**src/rtl/irq_pkg.sv**
```systemverilog
package irq_pkg;

    localparam int DEF_N_EXT       = 7;
    localparam int DEF_N_INT       = 19;
    localparam int DEF_DATA_W      = 32;
    localparam int DEF_STRIDE_LOG2 = 9;
    localparam int REG_ADDR_W      = 4;

    typedef enum logic [REG_ADDR_W-1:0] {
        REG_STATUS = 4'd0,
        REG_ENABLE = 4'd1,
        REG_MASKED = 4'd2,
        REG_EDGE   = 4'd3,
        REG_POL    = 4'd4,
        REG_ROUTE  = 4'd5,
        REG_ORDER  = 4'd6,
        REG_VBASE  = 4'd7,
        REG_VECTOR = 4'd8
    } reg_sel_e;

    typedef enum logic [1:0] {
        SRC_IDLE = 2'd0,
        SRC_HELD = 2'd1,
        SRC_LIVE = 2'd2
    } src_state_e;

    typedef enum logic [0:0] {
        BUS_IDLE = 1'b0,
        BUS_RESP = 1'b1
    } bus_state_e;

endpackage

```
**src/rtl/irq_sync.sv**
```systemverilog
module irq_sync #(
    parameter int W = 7
) (
    input  logic         clk,
    input  logic         rst_n,
    input  logic [W-1:0] async_in,
    output logic [W-1:0] sync_out
);

    logic [W-1:0] stage1_q;
    logic [W-1:0] stage2_q;

    always_ff @(posedge clk or negedge rst_n) begin
        if (!rst_n) begin
            stage1_q <= '0;
            stage2_q <= '0;
        end else begin
            stage1_q <= async_in;
            stage2_q <= stage1_q;
        end
    end

    assign sync_out = stage2_q;

endmodule

```
**src/rtl/irq_src_cell.sv**
```systemverilog
module irq_src_cell
    import irq_pkg::*;
(
    input  logic clk,
    input  logic rst_n,
    input  logic raw_in,
    input  logic pos_pol,
    input  logic edge_mode,
    input  logic clr,
    output logic status
);

    logic       act;
    logic       prev_q;
    logic       edge_hit;
    src_state_e state_q;
    src_state_e state_d;

    // polarity-adjusted request and its rising transition
    assign act      = pos_pol ? raw_in : ~raw_in;
    assign edge_hit = act & ~prev_q;

    always_ff @(posedge clk or negedge rst_n) begin
        if (!rst_n) begin
            prev_q  <= 1'b0;
            state_q <= SRC_IDLE;
        end else begin
            prev_q  <= act;
            state_q <= state_d;
        end
    end

    always_comb begin
        state_d = state_q;
        unique case (state_q)
            SRC_IDLE: begin
                if (edge_mode) begin
                    if (edge_hit) state_d = SRC_HELD;
                end else if (act) begin
                    state_d = SRC_LIVE;
                end
            end
            SRC_HELD: begin
                if (!edge_mode)              state_d = act ? SRC_LIVE : SRC_IDLE;
                else if (clr && !edge_hit)   state_d = SRC_IDLE;
            end
            SRC_LIVE: begin
                if (edge_mode)  state_d = edge_hit ? SRC_HELD : SRC_IDLE;
                else if (!act)  state_d = SRC_IDLE;
            end
            default: state_d = SRC_IDLE;
        endcase
    end

    always_comb begin
        status = (state_q != SRC_IDLE);
    end

endmodule

```
**src/rtl/irq_prio.sv**
```systemverilog
module irq_prio #(
    parameter int N_SRC       = 26,
    parameter int DATA_W      = 32,
    parameter int STRIDE_LOG2 = 9
) (
    input  logic [N_SRC-1:0]  pend,
    input  logic              hi_first,
    input  logic [DATA_W-1:0] vbase,
    output logic              any_pend,
    output logic [DATA_W-1:0] vector
);

    localparam int IDX_W = (N_SRC > 1) ? $clog2(N_SRC) : 1;

    logic [IDX_W-1:0] lo_idx;
    logic [IDX_W-1:0] hi_idx;
    logic [IDX_W-1:0] win_idx;

    always_comb begin
        lo_idx = '0;
        for (int i = N_SRC - 1; i >= 0; i--) begin
            if (pend[i]) lo_idx = IDX_W'(i);
        end
        hi_idx = '0;
        for (int i = 0; i < N_SRC; i++) begin
            if (pend[i]) hi_idx = IDX_W'(i);
        end
    end

    assign any_pend = |pend;
    assign win_idx  = hi_first ? hi_idx : lo_idx;
    assign vector   = any_pend ? (vbase + (DATA_W'(win_idx) << STRIDE_LOG2)) : vbase;

endmodule

```
**src/rtl/irq_regs.sv**
```systemverilog
module irq_regs
    import irq_pkg::*;
#(
    parameter int N_SRC  = 26,
    parameter int DATA_W = 32
) (
    input  logic                  clk,
    input  logic                  rst_n,
    input  logic                  reg_wr,
    input  logic                  reg_rd,
    input  logic [REG_ADDR_W-1:0] reg_addr,
    input  logic [DATA_W-1:0]     reg_wdata,
    input  logic [N_SRC-1:0]      status,
    input  logic [N_SRC-1:0]      masked,
    input  logic [DATA_W-1:0]     vector,
    output logic [DATA_W-1:0]     reg_rdata,
    output logic                  reg_rvalid,
    output logic [N_SRC-1:0]      edge_mode,
    output logic [N_SRC-1:0]      pos_pol,
    output logic [N_SRC-1:0]      enable,
    output logic [N_SRC-1:0]      to_crit,
    output logic                  hi_first,
    output logic [DATA_W-1:0]     vbase,
    output logic [N_SRC-1:0]      w1c
);

    bus_state_e        state_q;
    bus_state_e        state_d;
    logic [DATA_W-1:0] rdata_q;
    logic [DATA_W-1:0] rd_mux;
    reg_sel_e          sel;

    assign sel = reg_sel_e'(reg_addr);

    // configuration registers
    always_ff @(posedge clk or negedge rst_n) begin
        if (!rst_n) begin
            edge_mode <= '0;
            pos_pol   <= '1;
            enable    <= '0;
            to_crit   <= '0;
            hi_first  <= 1'b0;
            vbase     <= '0;
        end else if (reg_wr) begin
            case (sel)
                REG_ENABLE: enable    <= reg_wdata[N_SRC-1:0];
                REG_EDGE:   edge_mode <= reg_wdata[N_SRC-1:0];
                REG_POL:    pos_pol   <= reg_wdata[N_SRC-1:0];
                REG_ROUTE:  to_crit   <= reg_wdata[N_SRC-1:0];
                REG_ORDER:  hi_first  <= reg_wdata[0];
                REG_VBASE:  vbase     <= reg_wdata;
                default: ;
            endcase
        end
    end

    assign w1c = (reg_wr && (sel == REG_STATUS)) ? reg_wdata[N_SRC-1:0] : '0;

    always_comb begin
        case (sel)
            REG_STATUS: rd_mux = DATA_W'(status);
            REG_ENABLE: rd_mux = DATA_W'(enable);
            REG_MASKED: rd_mux = DATA_W'(masked);
            REG_EDGE:   rd_mux = DATA_W'(edge_mode);
            REG_POL:    rd_mux = DATA_W'(pos_pol);
            REG_ROUTE:  rd_mux = DATA_W'(to_crit);
            REG_ORDER:  rd_mux = DATA_W'(hi_first);
            REG_VBASE:  rd_mux = vbase;
            REG_VECTOR: rd_mux = vector;
            default:    rd_mux = '0;
        endcase
    end

    // read response state machine
    always_ff @(posedge clk or negedge rst_n) begin
        if (!rst_n) begin
            state_q <= BUS_IDLE;
            rdata_q <= '0;
        end else begin
            state_q <= state_d;
            if (reg_rd) rdata_q <= rd_mux;
        end
    end

    always_comb begin
        state_d = state_q;
        unique case (state_q)
            BUS_IDLE: if (reg_rd)  state_d = BUS_RESP;
            BUS_RESP: if (!reg_rd) state_d = BUS_IDLE;
            default:  state_d = BUS_IDLE;
        endcase
    end

    always_comb begin
        reg_rvalid = (state_q == BUS_RESP);
        reg_rdata  = rdata_q;
    end

endmodule

```
**src/rtl/irq_router.sv**
```systemverilog
module irq_router
    import irq_pkg::*;
#(
    parameter int N_EXT       = DEF_N_EXT,
    parameter int N_INT       = DEF_N_INT,
    parameter int DATA_W      = DEF_DATA_W,
    parameter int STRIDE_LOG2 = DEF_STRIDE_LOG2
) (
    input  logic                  clk,
    input  logic                  rst_n,
    input  logic [N_EXT-1:0]      ext_irq,
    input  logic [N_INT-1:0]      int_irq,
    input  logic                  reg_wr,
    input  logic                  reg_rd,
    input  logic [REG_ADDR_W-1:0] reg_addr,
    input  logic [DATA_W-1:0]     reg_wdata,
    output logic [DATA_W-1:0]     reg_rdata,
    output logic                  reg_rvalid,
    output logic                  irq_noncrit,
    output logic                  irq_crit,
    output logic [DATA_W-1:0]     crit_vector
);

    localparam int N_SRC = N_EXT + N_INT;

    logic [N_EXT-1:0]  ext_sync;
    logic [N_SRC-1:0]  src_raw;
    logic [N_SRC-1:0]  status;
    logic [N_SRC-1:0]  masked;
    logic [N_SRC-1:0]  pend_crit;
    logic [N_SRC-1:0]  edge_mode;
    logic [N_SRC-1:0]  pos_pol;
    logic [N_SRC-1:0]  enable;
    logic [N_SRC-1:0]  to_crit;
    logic [N_SRC-1:0]  w1c;
    logic              hi_first;
    logic [DATA_W-1:0] vbase;
    logic              any_crit;

    irq_sync #(.W(N_EXT)) u_sync (
        .clk      (clk),
        .rst_n    (rst_n),
        .async_in (ext_irq),
        .sync_out (ext_sync)
    );

    assign src_raw = {int_irq, ext_sync};

    for (genvar g = 0; g < N_SRC; g++) begin : g_src
        irq_src_cell u_cell (
            .clk       (clk),
            .rst_n     (rst_n),
            .raw_in    (src_raw[g]),
            .pos_pol   (pos_pol[g]),
            .edge_mode (edge_mode[g]),
            .clr       (w1c[g]),
            .status    (status[g])
        );
    end

    assign masked      = status & enable;
    assign pend_crit   = masked & to_crit;
    assign irq_noncrit = |(masked & ~to_crit);
    assign irq_crit    = any_crit;

    irq_prio #(
        .N_SRC       (N_SRC),
        .DATA_W      (DATA_W),
        .STRIDE_LOG2 (STRIDE_LOG2)
    ) u_prio (
        .pend     (pend_crit),
        .hi_first (hi_first),
        .vbase    (vbase),
        .any_pend (any_crit),
        .vector   (crit_vector)
    );

    irq_regs #(
        .N_SRC  (N_SRC),
        .DATA_W (DATA_W)
    ) u_regs (
        .clk        (clk),
        .rst_n      (rst_n),
        .reg_wr     (reg_wr),
        .reg_rd     (reg_rd),
        .reg_addr   (reg_addr),
        .reg_wdata  (reg_wdata),
        .status     (status),
        .masked     (masked),
        .vector     (crit_vector),
        .reg_rdata  (reg_rdata),
        .reg_rvalid (reg_rvalid),
        .edge_mode  (edge_mode),
        .pos_pol    (pos_pol),
        .enable     (enable),
        .to_crit    (to_crit),
        .hi_first   (hi_first),
        .vbase      (vbase),
        .w1c        (w1c)
    );

endmodule

```
**config.mk**
```make
export PLATFORM = sky130hd
export DESIGN_NAME = irq_router
export DESIGN_NICKNAME = d
export VERILOG_FILES = /design/src/rtl/irq_pkg.sv /design/src/rtl/irq_sync.sv /design/src/rtl/irq_src_cell.sv /design/src/rtl/irq_prio.sv /design/src/rtl/irq_regs.sv /design/src/rtl/irq_router.sv
export SDC_FILE = /design/constraint.sdc
export NUM_CORES = 1
export LEC_CHECK = 0
export BUFFER_PORTS_ARGS = -buffer_cell sky130_fd_sc_hd__buf_2
export CAP_MARGIN = 20
export CORE_ASPECT_RATIO = 0.9
export CORE_MARGIN = 5
export CORE_UTILIZATION = 55
export CTS_CLUSTER_DIAMETER = 50
export DETAILED_ROUTE_END_ITERATION = 6
export HOLD_SLACK_MARGIN = 0.08
export PLACE_DENSITY_LB_ADDON = 0.25
export SLEW_MARGIN = 20
export SYNTH_ARGS = -nofsm -noshare
export SYNTH_HDL_FRONTEND = slang
export SYNTH_SLANG_ARGS = --single-unit
```
**constraint.sdc**
```tcl
create_clock -name clk -period 5.95 [get_ports clk]
set_input_delay 0.595 -clock clk [delete_from_list [all_inputs] [get_ports clk]]
set_output_delay 0.595 -clock clk [all_outputs]
set_load 0.005 [all_outputs]
```
Word level (Yosys, flattened, before mapping) --
Index checks and enable logic that the tools add are counted.
Operators by class: $add $sub $neg 1, muxes and demuxes 342, reductions and logical operators 140, bitwise logic cells 82, equal/unequal tests 164
Operators by type and width (number):
- two-way mux 2 bit | 210
- one-hot mux 32 bit (9 select lines) | 1
- two-way mux 5 bit | 37
- inequality test 3 bit (second input constant) | 52
- one-hot mux 2 bit (3 select lines) | 26
- AND reduction 4 bit | 26
- AND 26 bit | 3
- inequality test 3 x 1 -> 1 bit (second input constant) | 26
- inequality test 3 x 2 -> 1 bit (second input constant) | 26
- two-way mux 1 bit | 54
- equality test 2 x 1 -> 1 bit (second input constant) | 26
- equality test 2 bit (second input constant) | 26
- logical NOT 2 bit | 26
- inverter 1 bit | 52
- nonzero test 2 bit | 26
- OR reduction 26 bit | 2
- adder 32 x 14 -> 32 bit | 1
- two-way mux 32 bit | 1
- two-way mux 4 bit | 8
- logical AND 1 bit | 27
- AND 1 bit | 26
- logical NOT 1 bit | 26
- two-way mux 26 bit | 1
- inverter 26 bit | 1
- 7 further kinds | 19
Word-level totals: output and inout port bits 67, word-level logic and storage cells 791, register bits 262, input bits 66

Depth between registers and ports, before layout --
Gate-level depths: netlist of the first run.
word-level depth 33, mapped depth 15, gate-level depth less buffers 15

Modules after synthesis --
From an unflattened synthesis of the first run, not the netlist that was laid out.
Second synthesis, totals: cell total of the unflattened synthesis 1228, area, all modules 13688.1 µm²
By module, submodules not included:
- irq_regs | instances 1, area an instance 8359.3 µm², cells each 643
- irq_src_cell | instances 26, area an instance 121.4 µm², cells each 11
- irq_prio | instances 1, area an instance 1333.8 µm², cells each 190
- irq_router | instances 1, area an instance 489.2 µm², cells each 95
- irq_sync | instances 1, area an instance 350.3 µm², cells each 14

Worst setup path before layout of the first run --
No wires, ideal clock.
path kind reg-to-output, start point register g_src[22].u_cell.state_q[0], end point output port crit_vector[29], arrival time 3.214 ns, setup slack 2.141 ns, stages on the path, launching flop included 16, buffers on the path 0, path through dfrtp_1 -> o211ai_1 -> nand2b_1 -> a31oi_1 -> o21ai_0 -> a31oi_1 -> o21ai_0 -> ha_1 -> inv_1 -> fa_1 -> nand3b_1 -> a21boi_0 -> o21ai_1 -> a2111oi_2 -> nand2_1 -> xnor2_1
On the way: longest elaborated chain between the ends 29
Ends and longest elaborated chain:
- start, declared | line irq_src_cell.sv:16 | src_state_e state_q;
- start signal, assigned | line irq_src_cell.sv:29 | state_q <= state_d;
- nonzero test 2 bit (*) | line irq_src_cell.sv:56 | status = (state_q != SRC_IDLE);
- AND 26 bit (*) | line irq_router.sv:61 | assign masked = status & enable;
- AND 26 bit (*) | line irq_router.sv:62 | assign pend_crit = masked & to_crit;
- two-way mux 5 bit (23 in series) | line irq_prio.sv:22 | if (pend[i]) lo_idx = IDX_W'(i);
- two-way mux 5 bit | line irq_prio.sv:31 | assign win_idx = hi_first ? hi_idx : lo_idx;
- adder 32 x 14 -> 32 bit | line irq_prio.sv:32 | assign vector = any_pend ? (vbase + (DATA_W'(win_idx) << STRIDE_LOG2)) : vbase;
- two-way mux 32 bit (*) | line irq_prio.sv:32
- end, declared | line irq_router.sv:21 | output logic [DATA_W-1:0] crit_vector
Every way passes the cells marked *; elsewhere a longest branch is shown, timed or not.

Final worst setup path of the first run --
start point register g_src[18].u_cell.state_q[0], end point output port crit_vector[29]
On the way: longest elaborated chain between the ends 25
Ends and longest elaborated chain (line):
- start, declared | irq_src_cell.sv:16
- start signal, assigned | irq_src_cell.sv:29
- nonzero test 2 bit (*) | irq_src_cell.sv:56
- AND 26 bit (*) | irq_router.sv:61
- AND 26 bit (*) | irq_router.sv:62
- two-way mux 5 bit (19 in series) | irq_prio.sv:22
- two-way mux 5 bit | irq_prio.sv:31
- adder 32 x 14 -> 32 bit | irq_prio.sv:32
- two-way mux 32 bit (*) | irq_prio.sv:32
Marked as above.

==> impl_metrics.toml, run 1 <==
[route]
drtPass1Iterations = 6
ant_nets = 0
drt-vias-per-instance = 6.27
dr_total_vias = 10283
drt_wl_total_microns = 36900
remaining_drc_errors = 0
avgRoutedWirePerCell_microns = 22.5
dr.first_iter.drc_count = 1221

[final_layout]
final_common_cell = "dfrtp_1"
finalNetCount = 1391
final_cell_mix = "dfrtp_1, nand2_1, mux2_2, buf_2, o21ai_0"
area_growth_pct = 14.5
antenna_cells = 0
drive_above_1_share = 0.298

[cts]
cts_tree = "built"
cts-htree-levels = 1
clk_pin_slew_ps = 60
cts_hold_buf = 0
cts_setup_buffers = 0
cts.sinks = 262
cts_inserted_buffers = 29
ctsLongestPathBuffers = 3
cts.root.buffer_cell = "clkbuf_16"
clk_latency_ps = 540
cts_resized = 0

[setup_path]
critPathMaxFanout = 8
cp-start-kind = "register"
worstPathRequired_ps = 5360
worstSetupPathType = "register to primary output"
r2r-start = "g_src[18].u_cell.state_q[0]"
worst_r2r_path_depth = 14
r2r_end = "u_regs.reg_rdata[23]"
r2r_slack_ps = 1570
cp-startpoint = "g_src[18].u_cell.state_q[0]"
crit_arrival_ps = 4720
endpoint_kind = "primary output"

[place]
dpl.hpwl_microns = 24200
routabilityCongestion = 0.910
post-place-ws_ps = 1350
io_buffers = 132

[sta]
period_minus_slack_ps = 5310
hold_violations = 0
clock_skew_ps = 16.0
drv_slew = 0
setup_violations = 0
slew_headroom = 0.232
min_period_over_period = 0.893
rsz0062_at_grt = "false"
worst_slack_ps = 637
max_freq_ghz = 0.188
worst_slew_pin_slew_ps = 1150
tns_ps = 0

[global_route]
grt_pass1_vias = 10277
grt_max_degree = 155
grt_overflow_total = 0
antenna_found_initial = 0
grt_first_pass_wirelength_microns = 57600
grt_usage = 0.273

[floorplanning]
initial_utilization = 0.557
fp.dieH_microns = 156
coreArea_sq_mm = 0.0233
die_w_microns = 172
io_pins = 133
dieArea_sq_mm = 0.0268
rows = 53

[yosys]
synth_async_sr_flop_share = 1.00
synth_cell_type_count = 71
synth_edf_count = 0
ys_seq_elements = 262
syn_area_sq_mm = 0.0130
synth_warnings = 0
synthesis.nets = 1272
ys_seq_area_frac = 0.507
synthCells = 1199
ys.flop_type = "dfrtp_1"
syn_area_per_cell_sq_um = 10.8

[job]
maxCapViolCount = 0

[pwr]
p_leak_nw = 6.96
finalPower_w = 0.00610
p_per_area_mw_per_mm2 = 410
ir_drop_mv = 0.345

[outcome]
status = "finished clean"

[worst_hold_path]
hp-class = "primary input to asynchronous set/reset pin"
## layout make-up
class / instances / area (sq um)
Fill cell: 1916 / 8470
Sequential cell: 262 / 6590
Clock inverter: 14 / 120
Inverter: 36 / 135
Tap cell: 302 / 378
Timing Repair Buffer: 146 / 788
Multi-Input combinational cell: 843 / 6070
Clock buffer: 38 / 790
## worst max-delay path by stage
stage,cells past startpoint,endpoint
finish,15,crit_vector[29]
global route,16,crit_vector[29]
CTS,15,crit_vector[29]
detailed placement,15,crit_vector[29]
global placement,14,crit_vector[25]
floorplan,15,crit_vector[29]
## sequential cells by signal (all words and copies together) (netlist names)
register              cells
u_regs.enable            26
g_src.u_cell.prev_q      26
u_regs.reg_rdata         32
u_regs.to_crit           26
u_regs.pos_pol           26
u_regs.reg_rvalid         1
u_sync.stage1_q           7
u_sync.sync_out           7
g_src.u_cell.state_q     52
u_regs.edge_mode         26
u_regs.vbase             32
u_regs.hi_first           1
## cells by family (layout without fill, tap and decap cells)
logic type               count (synthesis)  count (layout)  share of synthesized area
XOR/XNOR                                47              47                     0.0317
AO/OA/AOI/OAI                          304             304                      0.166
adder cells (fa/ha/maj)                  7               7                    0.00732
multiplexers                           147             147                      0.128
flip-flops                             262             262                      0.507
buffers and inverters                   94             234                     0.0308
AND/OR/NAND/NOR                        338             338                      0.129
## synthesized netlist by cell type (all sizes together), types with 12 or more instances
cell	n	area, sq um
dfstp	26	683
buf	17	111
o21ai	79	395
nand3	25	125
mux2	142	1610
and3	27	169
o211ai	30	294
a21oi	39	195
nand4	12	93.8
a21o	14	105
dfrtp	236	5910
clkbuf	41	154
a211oi	21	163
nand2	148	563
nor3b	28	210
a22oi	38	285
inv	36	135
xor2	43	377
nor2	67	254
## layer usage
layer | vias to the layer above | part of all wire | GRT usage | wire length [microns]
met5 | - | 0 | 0 | 0
met3 | 81 | 0.094 | 0.0600 | 3460
met4 | 0 | 0.029 | 0.0805 | 1070
li1 | 4629 | - | - | -
met1 | 5064 | 0.42 | 0.392 | 15600
met2 | 509 | 0.45 | 0.422 | 16800
## per-stage QoR
stage	std cells	hold slack (ps)	cell area [sq um]	utilization
2_1_floorplan	1199	299	13000	-
3_3_place_gp	1589	332	14000	0.598
3_5_place_dp	1589	335	14000	0.598
4_1_cts	1641	148	14900	0.637
5_1_grt	1641	151	14900	0.637
6_report	1641	84.7	14900	0.637
## where the power goes
group | internal, W | switching [W]
clock | 0.000981 | 0.000724
combinational | 0.000799 | 0.000930
sequential | 0.00222 | 0.000449
total | 0.00400 | 0.00210
## worst max-delay path, stage by stage (launching register included)
cell	delay (ps)
dfrtp_1	410
o211ai_1	460
o21ai_0	150
o21ai_0	210
a31oi_1	100
o21ai_0	290
ha_1	230
inv_1	60
fa_1	420
nand3b_1	190
a21boi_0	270
o21ai_1	310
a2111oi_2	660
nand2_1	160
xnor2_1	150
buf_2	130
Note: power is estimated with default switching activity, not from simulation.
==> run 2, diff against run 1 <==
CORE_MARGIN = default   (was 5)
==> impl_metrics.toml, run 2 (synthesis gave the netlist of run 1 again) <==
[worst_hold_path]
hp-class = "primary input to asynchronous set/reset pin"

[sta]
worst_slew_pin_slew_ps = 1140
tns_ps = 0
clock_skew_ps = 10.0
hold_ws_ps = 98.4
setup_violations = 0
slew_headroom = 0.236
hold_violations = 0
rsz0062_at_grt = "false"
drv_slew = 0
period_minus_slack_ps = 5180
min_period_over_period = 0.871
max_freq_ghz = 0.193

[place]
io_buffers = 132
routabilityCongestion = 0.901
dp.cells = 1587
dpl.hpwl_microns = 24200

[final_layout]
largest_reg_flops = 52
regMostFlops = "g_src.u_cell.state_q"
seqCellArea_sq_mm = 0.00659
finalNetCount = 1394
nFillCells = 1812
area_growth_pct = 14.9
final_cell_mix = "dfrtp_1, nand2_1, mux2_2, buf_2, o21ai_0"
drive_above_1_share = 0.300
multi_input_area_sq_mm = 0.00607
final_common_cell = "dfrtp_1"
antenna_cells = 0
stdcell_count = 1640

[floorplanning]
io_pins = 133
rows = 52
fp.dieH_microns = 148
die_w_microns = 164
initial_utilization = 0.569
dieArea_sq_mm = 0.0242
coreArea_sq_mm = 0.0228

[outcome]
status = "finished clean"

[cts]
cts.sinks = 262
cts-htree-levels = 1
cts.root.buffer_cell = "clkbuf_16"
cts_hold_buf = 0
ctsLongestPathBuffers = 3
cts_inserted_buffers = 29
cts_resized = 0
cts_setup_buffers = 0
cts_tree = "built"
clk_latency_ps = 540
clk_pin_slew_ps = 60

[route]
drtPass1Iterations = 5
avgRoutedWirePerCell_microns = 22.1
ant_nets = 0
drt_wl_total_microns = 36300
dr.first_iter.drc_count = 1117
drt-vias-per-instance = 6.29
dr_total_vias = 10308
remaining_drc_errors = 0

[setup_path]
cpMostUsedCell = "o21ai_0"
cpLargestDelayFamily = "compound AO/OA/AOI/OAI gates"
crit_arrival_ps = 4590
r2r_slack_ps = 1720
critPathBufInv = 2
endpoint_kind = "primary output"
max_stage_delay_ps = 660
worstSetupPathType = "register to primary output"
cp-start-kind = "register"
worstPathRequired_ps = 5360
crit_chain = "o211ai_1, o21ai_0, o21ai_0, a31oi_1, o21ai_0, ha_1, inv_1, fa_1, nand3b_1, a21boi_0, o21ai_1, a2111oi_2, nand2_1, xnor2_1, buf_2"
slowest_stage = "a2111oi_2"
critPathMaxFanout = 8

[global_route]
grt_usage = 0.305
grt_overflow_total = 0
grt_first_pass_wirelength_microns = 56600
grt_max_degree = 156
antenna_found_initial = 0
grt_pass1_vias = 9860

[pwr]
p_seq_frac = 0.432
p_int_w = 0.00406
clock_power_share = 0.288
p_per_area_mw_per_mm2 = 414
ir_drop_mv = 0.300
p_leak_nw = 7.00
power_frac_comb = 0.280
swShare = 0.342
switchingPower_w = 0.00211

[job]
maxCapViolCount = 0
## run 2: changes by cell type in the layout (fill, tap and decap cells not counted), sizes merged
cell | before | now
clkinv | 7 | 8
bufinv | 1 | 2
clkinvlp | 4 | 3
buf | 146 | 149
## run 2: through the flow
step                      area (sq um)  total power (W)  setup WS (ps)  utilization
after floorplan                  13000          0.00373           2140            -
after global placement           14000          0.00432           1440        0.612
after detailed placement         14000          0.00438           1350        0.612
after CTS                        14900          0.00616            775        0.654
after global routing             14900          0.00650            402        0.654
final                            14900          0.00618            768        0.654
## run 2: final cells by class
| class | instances | area share |
|---|---|---|
| sequential | 262 | 0.441 |
| multi-input combinational | 843 | 0.407 |
| timing repair buffer | 149 | 0.0543 |
| clock buffer | 38 | 0.0542 |
| tap | 297 | 0.0249 |
| clock inverter | 15 | 0.00939 |
| inverter | 36 | 0.00905 |
## run 2: worst reg2reg max path, stage by stage (launching register included)
cell and delay, ps:
dfrtp_1 420, o211ai_1 490, o21ai_0 180, o21ai_0 180, a31oi_1 100, o21ai_0 210
ha_1 200, inv_1 60, fa_1 430, nand3b_1 200, a21boi_0 240, o21ai_1 300
a2111oi_2 660, xor2_1 160, a221o_1 320
## run 2: metal layers
| layer | track usage | share of wire | up-vias |
|---|---|---|---|
| met5 | 0 | 0 | - |
| met4 | 0.0713 | 0.019 | 0 |
| met3 | 0.0351 | 0.072 | 48 |
| met2 | 0.459 | 0.45 | 397 |
| met1 | 0.471 | 0.46 | 5220 |
| li1 | - | - | 4643 |
## run 2: power groups by stage
stage	clock, W	sequential [W]	combinational [W]
after floorplan	0	0.00254	0.00119
after global placement	0	0.00265	0.00167
after CTS	0.00180	0.00265	0.00171
after detailed placement	0	0.00268	0.00170
after global routing	0.00187	0.00273	0.00191
final	0.00178	0.00267	0.00173
## run 2: worst paths after layout
kind                       cells after the start                           to                        start
setup / recovery                              15              crit_vector[29]  g_src[18].u_cell.state_q[0]
hold / removal                                 1          u_regs.edge_mode[8]                        rst_n
setup reg to reg                              14         u_regs.reg_rdata[23]  g_src[18].u_cell.state_q[0]
hold reg to reg                                0           u_sync.sync_out[5]           u_sync.stage1_q[5]
max in group asynchronous                      2  g_src[17].u_cell.state_q[1]                        rst_n
min in group clk                               1           u_sync.stage1_q[6]                   ext_irq[6]
==> run 3, diff against run 2 <==
HOLD_SLACK_MARGIN = default   (was 0.08)
RECOVER_POWER = 25   (was default)
==> impl_metrics.toml, run 3 (synthesis gave the netlist of run 1 again) <==
[cts]
cts.sinks = 262
cts_hold_buf = 0
cts_resized = 0
cts.root.buffer_cell = "clkbuf_16"
cts_inserted_buffers = 29
ctsLongestPathBuffers = 3
cts_tree = "built"
clk_pin_slew_ps = 60
clk_latency_ps = 540
cts-htree-levels = 1
cts_setup_buffers = 0

[pwr]
p_per_area_mw_per_mm2 = 413
p_leak_nw = 7.00
finalPower_w = 0.00616
ir_drop_mv = 0.300

[worst_hold_path]
hp-class = "primary input to register"
min_from = "ext_irq[6]"

[setup_path]
crit_chain = "o211ai_1, o21ai_0, o21ai_0, a31oi_1, o21ai_0, ha_1, inv_1, fa_1, nand3b_1, a21boi_0, o21ai_1, a2111oi_2, nand2_1, xnor2_1, buf_2"
critPathMaxFanout = 8
cpMostUsedCell = "o21ai_0"
cp-start-kind = "register"
worstPathRequired_ps = 5360
r2r-start = "g_src[18].u_cell.state_q[0]"
slowest_stage = "a2111oi_2"
worstSetupPathType = "register to primary output"
crit_arrival_ps = 4640
max_stage_delay_ps = 680
cp-startpoint = "g_src[18].u_cell.state_q[0]"
endpoint_kind = "primary output"

[global_route]
grt_pass1_vias = 9860
grt_overflow_total = 0
grt_first_pass_wirelength_microns = 56600
grt_usage = 0.305
grt_max_degree = 156
antenna_found_initial = 0

[place]
dpl.hpwl_microns = 24200
routabilityCongestion = 0.901
io_buffers = 132
placed_area_sq_mm = 0.0140

[route]
drt-vias-per-instance = 6.28
drtPass1Iterations = 5
ant_nets = 0
dr_total_vias = 10304
drt_wl_total_microns = 36200
avgRoutedWirePerCell_microns = 22.1
remaining_drc_errors = 0
dr.first_iter.drc_count = 1094

[sta]
drv_slew = 108
clock_skew_ps = 10.6
period_minus_slack_ps = 5230
slew_headroom = -2.28
worst_slew_pin_slew_ps = 4920
min_period_over_period = 0.879
hold_violations = 0
max_freq_ghz = 0.191
rsz0062_at_grt = "false"
hold_ws_ps = 162
setup_violations = 0
tns_ps = 0

[outcome]
violations = "capacitance limit, slew limit"
status = "complete, but fails checks"

[floorplanning]
initial_utilization = 0.569
fp.dieH_microns = 148
die_w_microns = 164
rows = 52
io_pins = 133
dieArea_sq_mm = 0.0242
coreArea_sq_mm = 0.0228

[final_layout]
final_common_cell = "dfrtp_1"
largest_reg_flops = 52
drive_above_1_share = 0.286
final_cell_mix = "dfrtp_1, nand2_1, mux2_2, buf_2, o21ai_0"
regMostFlops = "g_src.u_cell.state_q"
area_growth_pct = 14.9
finalNetCount = 1394
fin_area_sq_mm = 0.0149
antenna_cells = 0

[job]
maxCapViolCount = 1
run 3: cell count changes in the layout (fill, tap and decap cells not counted), sizes merged:
cell	previous run	this run
buf	149	147
clkbuf	38	39
dlymetal6s4s	0	1
run 3: cell type report:
type                            count  area, sq um
Clock buffer                       38          810
Multi-Input combinational cell    843         6070
Fill cell                        1813         7910
Tap cell                          297          372
Clock inverter                     15          140
Inverter                           36          135
Timing Repair Buffer              149          807
Sequential cell                   262         6590
run 3: worst paths after layout:
kind | end | slack (ps) | depth (start not counted)
max | crit_vector[29] | 720 | 15
min | u_sync.stage1_q[6] | 160 | 1
max reg2reg | u_regs.reg_rdata[23] | 1650 | 14
min reg2reg | u_sync.sync_out[1] | 350 | 0
max in group asynchronous | u_regs.vbase[27] | 1180 | 1
min in group asynchronous | u_regs.edge_mode[8] | 1960 | 1
run 3: metal layers:
layer / GRT usage / routed length [microns] / part of all wire
met4: 0.0713 / 704 / 0.019
met5: 0 / 0 / 0
met2: 0.459 / 16300 / 0.45
met1: 0.471 / 16700 / 0.46
met3: 0.0351 / 2530 / 0.070
run 3: worst max-delay path, delay by kind of cell, from the launching register on:
family	cells	cell delay [ps]
xor+xnor	1	140
fa+ha+maj	2	630
buf+inv	2	190
compound gates	8	2410
flops	1	420
simple gates	2	340
run 3: through the flow:
| stage | cells | util | setup WS (ps) |
|---|---|---|---|
| finish | 1640 | 0.654 | 717 |
| floorplan | 1199 | - | 2140 |
| detailed placement | 1587 | 0.612 | 1350 |
| CTS | 1640 | 0.654 | 775 |
| global placement | 1587 | 0.612 | 1440 |
| global route | 1640 | 0.654 | 284 |
run 3: power by group:
part	total (W)	switching, W	internal [W]
combinational	0.00172	0.000925	0.000799
sequential	0.00266	0.000453	0.00221
clock	0.00178	0.000733	0.00104
total	0.00616	0.00211	0.00405
